--- config.mk ---
export PLATFORM = sky130hd
export DESIGN_NAME = wdog_two_stage
export DESIGN_NICKNAME = d
export VERILOG_FILES = /design/src/rtl/wdog_pkg.sv /design/src/rtl/wdog_regs.sv /design/src/rtl/wdog_counter.sv /design/src/rtl/wdog_status.sv /design/src/rtl/wdog_two_stage.sv
export SDC_FILE = /design/constraint.sdc
export NUM_CORES = 1
export LEC_CHECK = 0
export ABC_AREA = 1
export BUFFER_PORTS_ARGS = -buffer_cell sky130_fd_sc_hd__clkbuf_2
export CORE_ASPECT_RATIO = 0.8
export CORE_MARGIN = 8
export CORE_UTILIZATION = 56
export DETAILED_ROUTE_END_ITERATION = 16
export GPL_ROUTABILITY_DRIVEN = 0
export PLACE_DENSITY_LB_ADDON = 0.1
export SLEW_MARGIN = 20
export SYNTH_ARGS = -nofsm -noshare
export SYNTH_HDL_FRONTEND = slang
export SYNTH_SLANG_ARGS = --single-unit
--- constraint.sdc ---
create_clock -name clk_i -period 1.8 [get_ports clk_i]
set_input_delay 0.36 -clock clk_i [delete_from_list [all_inputs] [get_ports clk_i]]
set_output_delay 0.36 -clock clk_i [all_outputs]
set_load 0.05 [all_outputs]
--- src/rtl/wdog_pkg.sv ---
package wdog_pkg;
  typedef enum logic [1:0] {
    A_KICK = 2'd0,
    A_TMO  = 2'd1,
    A_CTRL = 2'd2,
    A_STAT = 2'd3
  } wdog_addr_e;

  localparam int C_HALT = 0;
  localparam int C_IEN  = 1;
  localparam int C_NR   = 2;

  localparam int S_TMO  = 0;
  localparam int S_SEC  = 1;
  localparam int S_BOOT = 2;
  localparam int N_STS  = 3;

  localparam int KICK_BITS = 5;
endpackage

--- src/rtl/wdog_regs.sv ---
module wdog_regs
  import wdog_pkg::*;
#(
  parameter int DW      = 16,
  parameter int TW      = 16,
  parameter int TMO_MIN = 4,
  parameter int TMO_RST = 8
) (
  input  logic              clk_i,
  input  logic              rst_ni,
  input  logic              we_i,
  input  logic [1:0]        addr_i,
  input  logic [DW-1:0]     wdata_i,
  input  logic              strap_i,
  input  logic [TW-1:0]     count_i,
  input  logic [N_STS-1:0]  sts_i,
  output logic [DW-1:0]     rdata_o,
  output logic              kick_o,
  output logic [N_STS-1:0]  clr_o,
  output logic              halt_o,
  output logic              ien_o,
  output logic              nr_eff_o,
  output logic [TW-1:0]     tmo_val_o
);
  localparam int MAX_I = (1 << TW) - 1;

  wdog_addr_e  addr;
  logic        wr_tmo, wr_ctrl, wr_stat;
  logic [TW-1:0] tmo_q, tmo_clamped;
  logic        halt_q, ien_q, nr_q;

  assign addr    = wdog_addr_e'(addr_i);
  assign wr_tmo  = we_i && (addr == A_TMO);
  assign wr_ctrl = we_i && (addr == A_CTRL);
  assign wr_stat = we_i && (addr == A_STAT);
  assign kick_o  = we_i && (addr == A_KICK) && (|wdata_i[KICK_BITS-1:0]);
  assign clr_o   = wr_stat ? wdata_i[N_STS-1:0] : '0;

  // clamp; upper bound only exists when the field is narrower than the bus
  generate
    if (TW < DW) begin : g_clamp_hi
      always_comb begin
        if (wdata_i < DW'(TMO_MIN))    tmo_clamped = TW'(TMO_MIN);
        else if (wdata_i > DW'(MAX_I)) tmo_clamped = TW'(MAX_I);
        else                           tmo_clamped = wdata_i[TW-1:0];
      end
    end else begin : g_clamp_lo
      always_comb begin
        if (wdata_i < DW'(TMO_MIN)) tmo_clamped = TW'(TMO_MIN);
        else                        tmo_clamped = wdata_i[TW-1:0];
      end
    end
  endgenerate

  always_ff @(posedge clk_i or negedge rst_ni) begin
    if (!rst_ni) begin
      tmo_q  <= TW'(TMO_RST);
      halt_q <= 1'b1;
      ien_q  <= 1'b0;
      nr_q   <= 1'b0;
    end else begin
      if (wr_tmo) tmo_q <= tmo_clamped;
      if (wr_ctrl) begin
        halt_q <= wdata_i[C_HALT];
        ien_q  <= wdata_i[C_IEN];
        nr_q   <= wdata_i[C_NR];
      end
    end
  end

  assign halt_o    = halt_q;
  assign ien_o     = ien_q;
  assign nr_eff_o  = nr_q | strap_i;
  assign tmo_val_o = tmo_q;

  always_comb begin
    rdata_o = '0;
    unique case (addr)
      A_KICK: rdata_o[TW-1:0] = count_i;
      A_TMO:  rdata_o[TW-1:0] = tmo_q;
      A_CTRL: begin
        rdata_o[C_HALT] = halt_q;
        rdata_o[C_IEN]  = ien_q;
        rdata_o[C_NR]   = nr_eff_o;
      end
      A_STAT: rdata_o[N_STS-1:0] = sts_i;
      default: rdata_o = '0;
    endcase
  end
endmodule

--- src/rtl/wdog_counter.sv ---
module wdog_counter #(
  parameter int TW      = 16,
  parameter int TMO_RST = 8
) (
  input  logic          clk_i,
  input  logic          rst_ni,
  input  logic          tick_i,
  input  logic          halt_i,
  input  logic          kick_i,
  input  logic [TW-1:0] tmo_val_i,
  output logic [TW-1:0] count_o,
  output logic          expire_o
);
  logic [TW-1:0] cnt_q;
  logic          step;

  assign step     = tick_i && !halt_i;
  // kick has priority over an expiring tick
  assign expire_o = step && (cnt_q == TW'(1)) && !kick_i;

  always_ff @(posedge clk_i or negedge rst_ni) begin
    if (!rst_ni)                   cnt_q <= TW'(TMO_RST);
    else if (kick_i)               cnt_q <= tmo_val_i;
    else if (step) begin
      if (cnt_q == TW'(1))         cnt_q <= tmo_val_i;
      else                         cnt_q <= cnt_q - TW'(1);
    end
  end

  assign count_o = cnt_q;
endmodule

--- src/rtl/wdog_status.sv ---
module wdog_status
  import wdog_pkg::*;
(
  input  logic             clk_i,
  input  logic             rst_ni,
  input  logic             por_ni,
  input  logic             expire_i,
  input  logic [N_STS-1:0] clr_i,
  input  logic             nr_eff_i,
  input  logic             ien_i,
  output logic [N_STS-1:0] sts_o,
  output logic             irq_o,
  output logic             reset_req_o
);
  logic tmo_q, sec_q, boot_q, req_q;
  logic first_exp, second_exp, clr_boot;

  assign first_exp  = expire_i && !tmo_q;
  assign second_exp = expire_i && tmo_q;
  // boot flag clears only on a write that leaves the second-timeout bit alone
  assign clr_boot   = clr_i[S_BOOT] && !clr_i[S_SEC];

  always_ff @(posedge clk_i or negedge rst_ni) begin
    if (!rst_ni) begin
      tmo_q  <= 1'b0;
      boot_q <= 1'b0;
      req_q  <= 1'b0;
    end else begin
      tmo_q  <= first_exp | (tmo_q & ~clr_i[S_TMO]);
      boot_q <= (second_exp & nr_eff_i) | (boot_q & ~clr_boot);
      req_q  <= second_exp & ~nr_eff_i;
    end
  end

  // power-on domain: survives the reset this block requests
  always_ff @(posedge clk_i or negedge por_ni) begin
    if (!por_ni) sec_q <= 1'b0;
    else         sec_q <= second_exp | (sec_q & ~clr_i[S_SEC]);
  end

  always_comb begin
    sts_o         = '0;
    sts_o[S_TMO]  = tmo_q;
    sts_o[S_SEC]  = sec_q;
    sts_o[S_BOOT] = boot_q;
  end

  assign irq_o       = tmo_q & ien_i;
  assign reset_req_o = req_q;
endmodule

--- src/rtl/wdog_two_stage.sv ---
module wdog_two_stage
  import wdog_pkg::*;
#(
  parameter int DW      = 16,
  parameter int TW      = 16,
  parameter int TMO_MIN = 4,
  parameter int TMO_RST = 8
) (
  input  logic          clk_i,
  input  logic          rst_ni,
  input  logic          por_ni,
  input  logic          tick_i,
  input  logic          bus_we_i,
  input  logic [1:0]    bus_addr_i,
  input  logic [DW-1:0] bus_wdata_i,
  output logic [DW-1:0] bus_rdata_o,
  input  logic          strap_nr_i,
  output logic          irq_o,
  output logic          reset_req_o
);
  // rst_ni is expected to be asserted whenever por_ni is
  logic [TW-1:0]    count, tmo_val;
  logic [N_STS-1:0] sts, clr;
  logic             kick, halt, ien, nr_eff, expire;

  wdog_regs #(
    .DW(DW), .TW(TW), .TMO_MIN(TMO_MIN), .TMO_RST(TMO_RST)
  ) u_regs (
    .clk_i     (clk_i),
    .rst_ni    (rst_ni),
    .we_i      (bus_we_i),
    .addr_i    (bus_addr_i),
    .wdata_i   (bus_wdata_i),
    .strap_i   (strap_nr_i),
    .count_i   (count),
    .sts_i     (sts),
    .rdata_o   (bus_rdata_o),
    .kick_o    (kick),
    .clr_o     (clr),
    .halt_o    (halt),
    .ien_o     (ien),
    .nr_eff_o  (nr_eff),
    .tmo_val_o (tmo_val)
  );

  wdog_counter #(.TW(TW), .TMO_RST(TMO_RST)) u_cnt (
    .clk_i     (clk_i),
    .rst_ni    (rst_ni),
    .tick_i    (tick_i),
    .halt_i    (halt),
    .kick_i    (kick),
    .tmo_val_i (tmo_val),
    .count_o   (count),
    .expire_o  (expire)
  );

  wdog_status u_sts (
    .clk_i       (clk_i),
    .rst_ni      (rst_ni),
    .por_ni      (por_ni),
    .expire_i    (expire),
    .clr_i       (clr),
    .nr_eff_i    (nr_eff),
    .ien_i       (ien),
    .sts_o       (sts),
    .irq_o       (irq_o),
    .reset_req_o (reset_req_o)
  );
endmodule

; ---- Yosys cells after proc, flatten, opt, wreduce, memory -nomap -nowiden
; Cells that the tools add are included.
[op_classes]
n_addsub = 1
magnitude_cmp = 1
n_eq_ne = 4
n_mux = 7
bitwise = 14
n_reduce_logical = 18
[op_table]
columns = operator, n
row1 = $mux W16, 4
row2 = $pmux W13 S2, 1
row3 = $eq A16 B1 Y1 const B, 1
row4 = $lt A16 B3 Y1 const B, 1
row5 = $sub A16 B1 Y16 const B, 1
row6 = $pmux W3 S4, 1
row7 = $logic_and A1 B1 Y1, 11
row8 = $and A1 B1 Y1, 6
row9 = $reduce_or A5 Y1, 1
row10 = $eq A2 B2 Y1 const B, 2
row11 = $logic_not A1 Y1, 4
row12 = $not A1 Y1, 4
row13 = $or A1 B1 Y1, 4
row14 = $mux W3, 1
row15 = $eq A2 B1 Y1 const B, 1
row16 = $logic_not A2 Y1, 1
row17 = $reduce_bool A2 Y1, 1
[totals]
ff_bits = 39
elab_cells = 54

; ---- Logic depth before layout (Yosys ltp)
; Gate-level depths: netlist of the first run.
[logic_depth]
word_depth = 8
mapped_depth = 13
depth_no_buf = 12

; ---- Hierarchy
; From an unflattened synthesis of the first run, not the netlist that was laid out.
[hier_totals]
hier_cells = 378
hier_area_um2 = 2578.7
[by_module_without_submodules]
columns = module, instances, cells_per_inst, area_per_inst_um2, seq_area_each_um2
row1 = wdog_counter, 1, 215, 1327.5, 401.6
row2 = wdog_regs, 1, 143, 1077.3, 478.0
row3 = wdog_status, 1, 20, 173.9, 100.1

; ---- Worst setup path after synthesis of the first run
; No wires, ideal clock.
[synth_path]
path_kind = input to output
from = input bus_addr_i[0]
to = output bus_rdata_o[10]
t_arrival_ns = 1.710
required_ns = 1.440
path_slack_ns = -0.270
cell_stages = 5
path_cell_list = inv_2 -> nor2_1 -> inv_1 -> clkbuf_1 -> o22ai_1
[synth_between]
elab_chain_len = 2
elab_cells_between_ends = 3
classes_between = 1 x eq/ne / 1 x mux / 1 x reduce/logical
[synth_lines]
columns = element, line_no
row1 = from (decl), wdog_two_stage.sv:14  ; input logic [1:0] bus_addr_i,
row2 = $eq A2 B1 Y1 or $logic_not A2 Y1 (tied branches), wdog_regs.sv:78  ; unique case (addr)
row3 = $pmux W13 S2 *, wdog_regs.sv:78
row4 = to (decl), wdog_two_stage.sv:16  ; output logic [DW-1:0] bus_rdata_o,
; Mark *: on every way between the ends. The rest lies on a longest branch, timed or not.

; ---- Worst setup path in the final report of the first run
[layout_path]
from = input bus_addr_i[0]
to = output bus_rdata_o[7]
; The elaborated chain is that of the path after synthesis.

==> results of run 1 <==
-- timing repair --
action | in CTS | in global routing
cloned | 0 | 0
resized for setup | 2 | 6
pin swaps | 0 | 1
setup endpoints to repair | 2 | 21
hold buffers | 1 | 0
hold endpoints to repair | 1 | 0
-- state kept, by name, indices dropped and copies added (netlist names) --
| register | cells |
|---|---|
| u_cnt.count_o | 16 |
| u_regs.tmo_val_o | 16 |
| u_regs.halt_o | 1 |
| u_regs.ien_o | 1 |
| u_regs.nr_q | 1 |
| u_sts.boot_q | 1 |
| u_sts.reset_req_o | 1 |
| u_sts.sec_q | 1 |
| u_sts.tmo_q | 1 |
-- cell type report --
cell class	instances	area (um^2)	share of cell area, %
Multi-Input combinational cell	260	1230	39.1
Sequential cell	39	981	31.2
Timing Repair Buffer	54	505	16.1
Inverter	67	254	8.09
Clock buffer	6	82.6	2.63
Tap cell	57	71.3	2.27
Clock inverter	2	16.3	0.518
-- layer usage --
| layer | wire, um | up-vias |
|---|---|---|
| met5 | 0 | - |
| met4 | 85 | 0 |
| met3 | 645 | 10 |
| met2 | 3110 | 150 |
| met1 | 3260 | 1238 |
| li1 | - | 1283 |
-- layout by cell type, fill, tap and decap left out, types with 5 or more instances in the layout --
cell type	synthesis	routed
nand2_1	113	113
inv_1	63	63
nor2_1	38	38
nand3_1	38	38
dfrtp_1	36	35
clkbuf_2	0	26
o21ai_0	21	20
buf_4	0	14
buf_12	0	13
o22ai_1	13	12
o21ai_1	7	8
clkbuf_8	0	6
a21oi_1	5	5
-- per-stage QoR --
| step | hold WS, ns | setup WS, ns | cell area [um^2] | power, mW |
|---|---|---|---|---|
| after CTS | 0.118 | 0.000354 | 3130 | 3.81 |
| after floorplan | 0.0644 | -0.270 | 2510 | 2.52 |
| after global routing | 0.150 | -0.0651 | 3140 | 4.11 |
| after detailed placement | 0.140 | 0.00175 | 3020 | 3.17 |
| final | 0.103 | -0.0404 | 3140 | 3.86 |
| after global placement | 0.134 | 0.0418 | 3020 | 3.12 |
-- where the power goes --
group	leakage (nW)	switching (mW)	total (mW)	internal, mW
Sequential	0.482	0.257	1.38	1.12
Clock	0.0474	0.323	0.636	0.313
Combinational	1.15	1.17	1.84	0.669
Total	1.68	1.75	3.86	2.11
-- worst max-delay path: cells and delay by family --
kind	cells	cell delay (ns)
buffers and inverters	4	0.63
AOI/OAI and AO/OA	1	0.34
and+or+nand+nor	1	0.14
-- worst paths after layout --
path / start / to / cells after the start
min reg2reg: u_regs.tmo_val_o[7]$_DFFE_PN0P_ / u_regs.tmo_val_o[7]$_DFFE_PN0P_ / 2
max in group asynchronous: rst_ni / u_cnt.count_o[0]$_DFFE_PN0P_ / 2
min in group clk_i: bus_wdata_i[3] / u_regs.tmo_val_o[3]$_DFFE_PN1P_ / 3
max: bus_addr_i[0] / bus_rdata_o[7] / 6
min: rst_ni / u_regs.tmo_val_o[5]$_DFFE_PN0P_ / 2
max reg2reg: u_cnt.count_o[4]$_DFFE_PN0P_ / u_cnt.count_o[15]$_DFFE_PN0P_ / 8
-- logic make-up (layout without fill, tap and decap cells) --
logic type	after synthesis	after routing	share of synthesized area [%]
AND/OR/NAND/NOR	207	207	36.0
AO/OA/AOI/OAI	51	51	11.8
buffers and inverters	75	129	12.2
adder cells (fa/ha/maj)	2	2	0.997
flip-flops	39	39	39.1
==> flow_summary.yaml, run 1 <==
layout:
  nNetsFinal: 453
  area_growth_pct: 25.1
  antennaDiodeCount: 0
  final_util_pct: 73.8
  fin_cells: 485
  n_fill_cell: 341
  drive_gt1_share_pct: 19.4
global_route:
  top_usage_layer: "met2"
  grt_max_degree: 39
  met1_usage_pct: 28.5
  grt_pass1_wl_um: 12000
  met2_usage_pct: 34.4
  use_met3_pct: 4.63
  grt_overflow_total: 0
  grt_pass1_vias: 2603
  grtUsageTotal_pct: 21.6
  grt_antenna_before_repair: 0
critical_path:
  start_kind: "input port"
  cpPeakStageDelay_ns: 0.34
  worstPathCellList: "clkbuf_2, inv_2, nor2_1, inv_1, o22ai_1, buf_12"
  cp.required_ns: 1.44
  cp_max_fo: 13
  r2r_slack_ns: 0.17
  crit_path_end_kind: "output pin"
  cp_slowest_cell: "o22ai_1"
  crit_arrival_ns: 1.48
  worstSetupPathType: "input port to output pin"
status:
  violations: "setup timing"
  status: "finished, violations left"
clock_tree:
  clock_sinks: 39
  cts_made_buffers: 5
  clock_latency_ns: 0.29
  clock_path_buffers: 2
  cts_setup_buffers: 0
  clk_pin_slew_ns: 0.08
  h-tree-depth: 2
  cts_tree: "done"
  clock-root-buffer: "clkbuf_8"
power:
  power_density_mw_per_mm2: 1230
  ir_drop_mv: 0.729
  p_leak_nw: 1.68
detailed_routing:
  drc: 0
  drtPass1Iterations: 5
  drt-vias-per-instance: 5.53
  drtAntennaViolNets: 0
  wl_um: 7100
  wl_per_cell_um: 14.6
  via_count: 2681
  drt_iter0_drc: 309
floorplan:
  ioPinCount: 42
  die_area_mm2: 0.00689
  initial_utilization_pct: 58.9
  die_h_um: 75.9
  core_area_mm2: 0.00426
  rows: 21
  die-width_um: 90.8
synthesis:
  synth_cells: 374
  syn-cell-area_mm2: 0.00251
  yosys_most_used_dff: "dfrtp_1"
  syn_nets: 400
  synth.top_cells.by_count: "113 x nand2_1, 63 x inv_1, 38 x nand3_1, 38 x nor2_1, 36 x dfrtp_1"
  synth_warnings: 0
  synth-edff-count: 0
  ys_seq_elements: 39
  yosysTopAreaCellShare_pct: 35.9
  ys_types: 29
  yosysSeqAreaShare_pct: 39.1
  yosys-top-cells-area: "dfrtp_1 36%, nand2_1 17%, inv_1 9.4%"
  synth.most_common_cell: "nand2_1"
  async_reset_ff_share_pct: 100
  yosysTopAreaCell: "dfrtp_1"
  syn_area_per_cell_um2: 6.71
job:
  max-cap-violations: 0
sta:
  clock_skew_ns: 0.00697
  rsz0062_at_grt: "yes"
  slew_violations: 0
  setup_tns_ns: -0.149
  max_freq_mhz: 543
  hold_violations: 0
  slew_headroom_pct: 66.4
  setup_viol: 9
  worstMarginPinSlew_ns: 0.503
  finalCritPeriodShare_pct: 102
  worst_slack_ns: -0.0404
  period_needed_ns: 1.84
placed_design:
  io_buffers: 41
  hpwl_um: 5420
  dpl.cell_count: 476
hold_path:
  min_path_type: "input port to async pin"
Note: power is estimated with default switching activity, not from simulation.
==> run 2, diff against run 1 <==
--- a/config.mk
+++ b/config.mk
@@ -9,7 +9,7 @@
 export BUFFER_PORTS_ARGS = -buffer_cell sky130_fd_sc_hd__clkbuf_2
 export CORE_ASPECT_RATIO = 0.8
 export CORE_MARGIN = 8
-export CORE_UTILIZATION = 56
+export CORE_UTILIZATION = 51
 export DETAILED_ROUTE_END_ITERATION = 16
 export GPL_ROUTABILITY_DRIVEN = 0
 export PLACE_DENSITY_LB_ADDON = 0.1
==> flow_summary.yaml, run 2 (synthesis gave the netlist of run 1 again) <==
sta:
  setup_tns_ns: 0
  worst_slack_ns: 0.0384
  hold_violations: 0
  clock_skew_ns: 0.00873
  slew_headroom_pct: 68.4
  max_freq_mhz: 568
  period_needed_ns: 1.76
  finalCritPeriodShare_pct: 97.9
  slew_violations: 0
  worstMarginPinSlew_ns: 0.474
  setup_viol: 0
critical_path:
  start_kind: "input port"
  cp_slowest_cell: "clkbuf_2"
  cpPeakStageDelay_ns: 0.31
  crit_path_end_kind: "output pin"
  worstPathCellList: "clkbuf_2, inv_2, nand2_2, o2111ai_1, clkbuf_2"
  worstSetupPathType: "input port to output pin"
  crit_arrival_ns: 1.40
  cp.required_ns: 1.44
  cp_max_fo: 17
  cpMostUsedCell: "clkbuf_2"
floorplan:
  die_h_um: 78.7
  initial_utilization_pct: 51.6
  die_area_mm2: 0.00743
  core_area_mm2: 0.00486
  ioPinCount: 42
  die-width_um: 94.4
  rows: 23
placed_design:
  place_ws_ns: 0.0380
  dpl.cell_count: 479
  hpwl_um: 5260
  io_buffers: 41
status:
  status: "finished, final reports clean"
job:
  max-cap-violations: 0
detailed_routing:
  wl_um: 6820
  via_count: 2549
  drt-vias-per-instance: 5.21
  drt_iter0_drc: 366
  drtPass1Iterations: 5
  drc: 0
  drtAntennaViolNets: 0
  wl_per_cell_um: 14.0
layout:
  antennaDiodeCount: 0
  fin_cells: 489
  final_common_cell: "nand2_1"
  final_cell_mix: "113 x nand2_1, 61 x inv_1, 37 x nand3_1"
  nNetsFinal: 452
  drive_gt1_share_pct: 20.6
  area_growth_pct: 26.2
clock_tree:
  clock_latency_ns: 0.30
  clock_path_buffers: 2
  clock-root-buffer: "clkbuf_8"
  clock_sinks: 39
  clk_pin_slew_ns: 0.08
  cts_tree: "done"
  h-tree-depth: 2
  cts_made_buffers: 5
global_route:
  grt_pass1_vias: 2422
  grt_overflow_total: 0
  grt_pass1_wl_um: 11400
  grtUsageTotal_pct: 19.3
  grt_antenna_before_repair: 0
  grt_max_degree: 23
power:
  total_power_mw: 3.85
  ir_drop_mv: 0.621
  power_density_mw_per_mm2: 1220
  p_leak_nw: 1.68
hold_path:
  min_path_type: "input port to async pin"
run 2: worst paths after layout:
check	from	end	slack, ns	depth (start not counted)
max	bus_addr_i[0]	bus_rdata_o[1]	0.04	5
max reg2reg	u_cnt.count_o[1]$_DFFE_PN0P_	u_cnt.count_o[9]$_DFFE_PN0P_	0.14	9
min in group clk_i	bus_wdata_i[3]	u_regs.tmo_val_o[3]$_DFFE_PN1P_	0.29	3
min reg2reg	u_cnt.count_o[3]$_DFFE_PN1P_	u_cnt.count_o[3]$_DFFE_PN1P_	0.49	2
max in group asynchronous	rst_ni	u_cnt.count_o[3]$_DFFE_PN1P_	1.24	2
min	rst_ni	u_regs.nr_q$_DFFE_PN0P_	0.005	1
run 2: report_power, final:
part           leakage [nW]  switching (mW)  total (mW)  internal [mW]
logic                  1.15            1.14        1.83          0.684
clock network        0.0474           0.345       0.658          0.313
registers             0.481           0.248        1.37           1.12
run 2: critical path: cells and delay by family:
kind                   cells  cell delay [ns]
and+or+nand+nor            1             0.24
buffers and inverters      3             0.50
AOI/OAI and AO/OA          1             0.29
run 2: cell type report:
cell class	count	area, um^2
Fill cell	432	1700
Multi-Input combinational cell	260	1240
Sequential cell	39	981
Timing Repair Buffer	53	510
Inverter	67	256
Clock buffer	6	82.6
Tap cell	62	77.6
Clock inverter	2	16.3
run 2: metal layers:
metal | part of all wire (%) | vias up | GRT usage, %
li1 | - | 1284 | -
met1 | 49 | 1152 | 28.4
met2 | 41 | 103 | 27.5
met3 | 8.0 | 10 | 4.33
met4 | 1.4 | 0 | 5.53
met5 | 0 | - | 0
run 2: per-stage QoR:
step                      area, um^2  hold slack, ns  util, %
after floorplan                 2510          0.0644        -
after global placement          3020           0.135     62.1
after detailed placement        3020           0.140     62.1
after CTS                       3130          0.0216     64.3
after global routing            3170          0.0355     65.1
final                           3170         0.00524     65.1
run 2: timing repair:
| item | in CTS | in global routing |
|---|---|---|
| hold buffers | 1 | 0 |
| setup buffers | 0 | 1 |
| setup endpoints to repair | 0 | 33 |
| hold endpoints to repair | 1 | 0 |
| resized for setup | 0 | 17 |
==> run 3, diff against run 2 <==
--- a/config.mk
+++ b/config.mk
@@ -13,6 +13,7 @@
 export DETAILED_ROUTE_END_ITERATION = 16
 export GPL_ROUTABILITY_DRIVEN = 0
 export PLACE_DENSITY_LB_ADDON = 0.1
+export RECOVER_POWER = 50
 export SLEW_MARGIN = 20
 export SYNTH_ARGS = -nofsm -noshare
 export SYNTH_HDL_FRONTEND = slang
==> flow_summary.yaml, run 3 (synthesis gave the netlist of run 1 again) <==
clock_tree:
  clk_pin_slew_ns: 0.08
  clock_path_buffers: 2
  clock-root-buffer: "clkbuf_8"
  cts_made_buffers: 5
  cts_tree: "done"
  clock_sinks: 39
  clock_latency_ns: 0.29
  h-tree-depth: 2
layout:
  n_fill_cell: 439
  drive_gt1_share_pct: 19.9
  final_cell_mix: "114 x nand2_1, 61 x inv_1, 37 x nand3_1"
  antennaDiodeCount: 0
  final_common_cell: "nand2_1"
  nNetsFinal: 452
  area_growth_pct: 25.2
detailed_routing:
  wl_per_cell_um: 13.9
  drc: 0
  drt-vias-per-instance: 5.20
  drt_iter0_drc: 314
  drtPass1Iterations: 5
  drtAntennaViolNets: 0
  via_count: 2543
  wl_um: 6800
critical_path:
  critical_path.top_delay_family: "buffers and inverters"
  cp_max_fo: 17
  reg2reg_from: "u_cnt.count_o[1]$_DFFE_PN0P_"
  r2r_slack_ns: 0.16
  worstSetupPathType: "input port to output pin"
  critPathBufInv: 3
  cp_slowest_cell: "clkbuf_2"
  r2r-end: "u_sts.reset_req_o$_DFF_PN0_"
  crit_arrival_ns: 1.40
  ff2ff_path_depth: 11
  crit_path_end_kind: "output pin"
  cp.required_ns: 1.44
  cpMostUsedCell: "clkbuf_2"
  start_kind: "input port"
  worstPathCellList: "clkbuf_2, inv_2, nand2_2, o2111ai_1, clkbuf_2"
  cpPeakStageDelay_ns: 0.31
placed_design:
  io_buffers: 41
  hpwl_um: 5260
  place_ws_ns: 0.0380
floorplan:
  die_h_um: 78.7
  ioPinCount: 42
  initial_utilization_pct: 51.6
  die-width_um: 94.4
  core_area_mm2: 0.00486
  rows: 23
  die_area_mm2: 0.00743
sta:
  worst_slack_ns: 0.0374
  worstMarginPinSlew_ns: 0.945
  setup_tns_ns: 0
  finalCritPeriodShare_pct: 97.9
  period_needed_ns: 1.76
  clock_skew_ns: 0.00800
  hold_violations: 0
  max_freq_mhz: 567
  slew_violations: 0
  slew_headroom_pct: 37.0
  setup_viol: 0
global_route:
  grt_pass1_vias: 2422
  use_met3_pct: 4.33
  met1_usage_pct: 28.4
  met2_usage_pct: 27.5
  top_usage_layer: "met1"
  grtUsageTotal_pct: 19.3
  grt_max_degree: 23
  grt_pass1_wl_um: 11400
  grt_antenna_before_repair: 0
  grt_overflow_total: 0
power:
  ir_drop_mv: 0.619
  p_leak_nw: 1.67
  power_density_mw_per_mm2: 1220
job:
  max-cap-violations: 0
hold_path:
  min_path_type: "input port to async pin"
status:
  status: "finished, final reports clean"
[run 3: changes by cell type in the layout (fill, tap and decap cells not counted), sizes merged]
cell	change
buf	-3
clkbuf	+3
[run 3: through the flow]
step / util (%) / power (mW) / hold WS, ns / cell area, um^2 / std cells
after global routing: 64.6 / 4.13 / 0.272 / 3140 / 489
after global placement: 62.1 / 3.12 / 0.135 / 3020 / 479
final: 64.6 / 3.83 / 0.185 / 3140 / 489
after CTS: 64.3 / 3.80 / 0.0216 / 3130 / 488
after detailed placement: 62.1 / 3.14 / 0.140 / 3020 / 479
after floorplan: - / 2.52 / 0.0644 / 2510 / 374
[run 3: cell type report]
type	count	area, um^2	area share [%]
Multi-Input combinational cell	260	1240	39.4
Sequential cell	39	981	31.2
Timing Repair Buffer	53	488	15.5
Inverter	67	256	8.17
Clock buffer	6	82.6	2.63
Tap cell	62	77.6	2.47
Clock inverter	2	16.3	0.518
[run 3: where the power goes]
group | internal, mW | leakage [nW] | switching [mW] | total [mW]
Sequential | 1.12 | 0.481 | 0.246 | 1.37
Combinational | 0.679 | 1.14 | 1.14 | 1.81
Clock | 0.313 | 0.0474 | 0.338 | 0.651
Total | 2.11 | 1.67 | 1.72 | 3.83
[run 3: what timing repair did]
item,in CTS,in global routing
hold endpoints to repair,1,0
setup buffers,0,1
endpoints found under the setup margin,0,33
resized for setup,0,17
hold buffers,1,0
[run 3: how the worst max path moves through the flow]
| stage | from | to | cells after the start |
|---|---|---|---|
| floorplan | bus_addr_i[0] | bus_rdata_o[10] | 5 |
| global placement | bus_addr_i[0] | bus_rdata_o[6] | 6 |
| detailed placement | bus_addr_i[0] | bus_rdata_o[8] | 6 |
| CTS | u_regs.halt_o$_DFFE_PN1P_ | bus_rdata_o[0] | 5 |
| global route | u_cnt.count_o[1]$_DFFE_PN0P_ | u_sts.reset_req_o$_DFF_PN0_ | 11 |
| finish | bus_addr_i[0] | bus_rdata_o[1] | 5 |
[run 3: per-layer routing]
metal,wire (um),part of all wire [%],up-vias
met5,0,0,-
met4,64,0.94,0
met3,594,8.7,6
met2,2860,42,97
met1,3280,48,1154
li1,-,-,1286
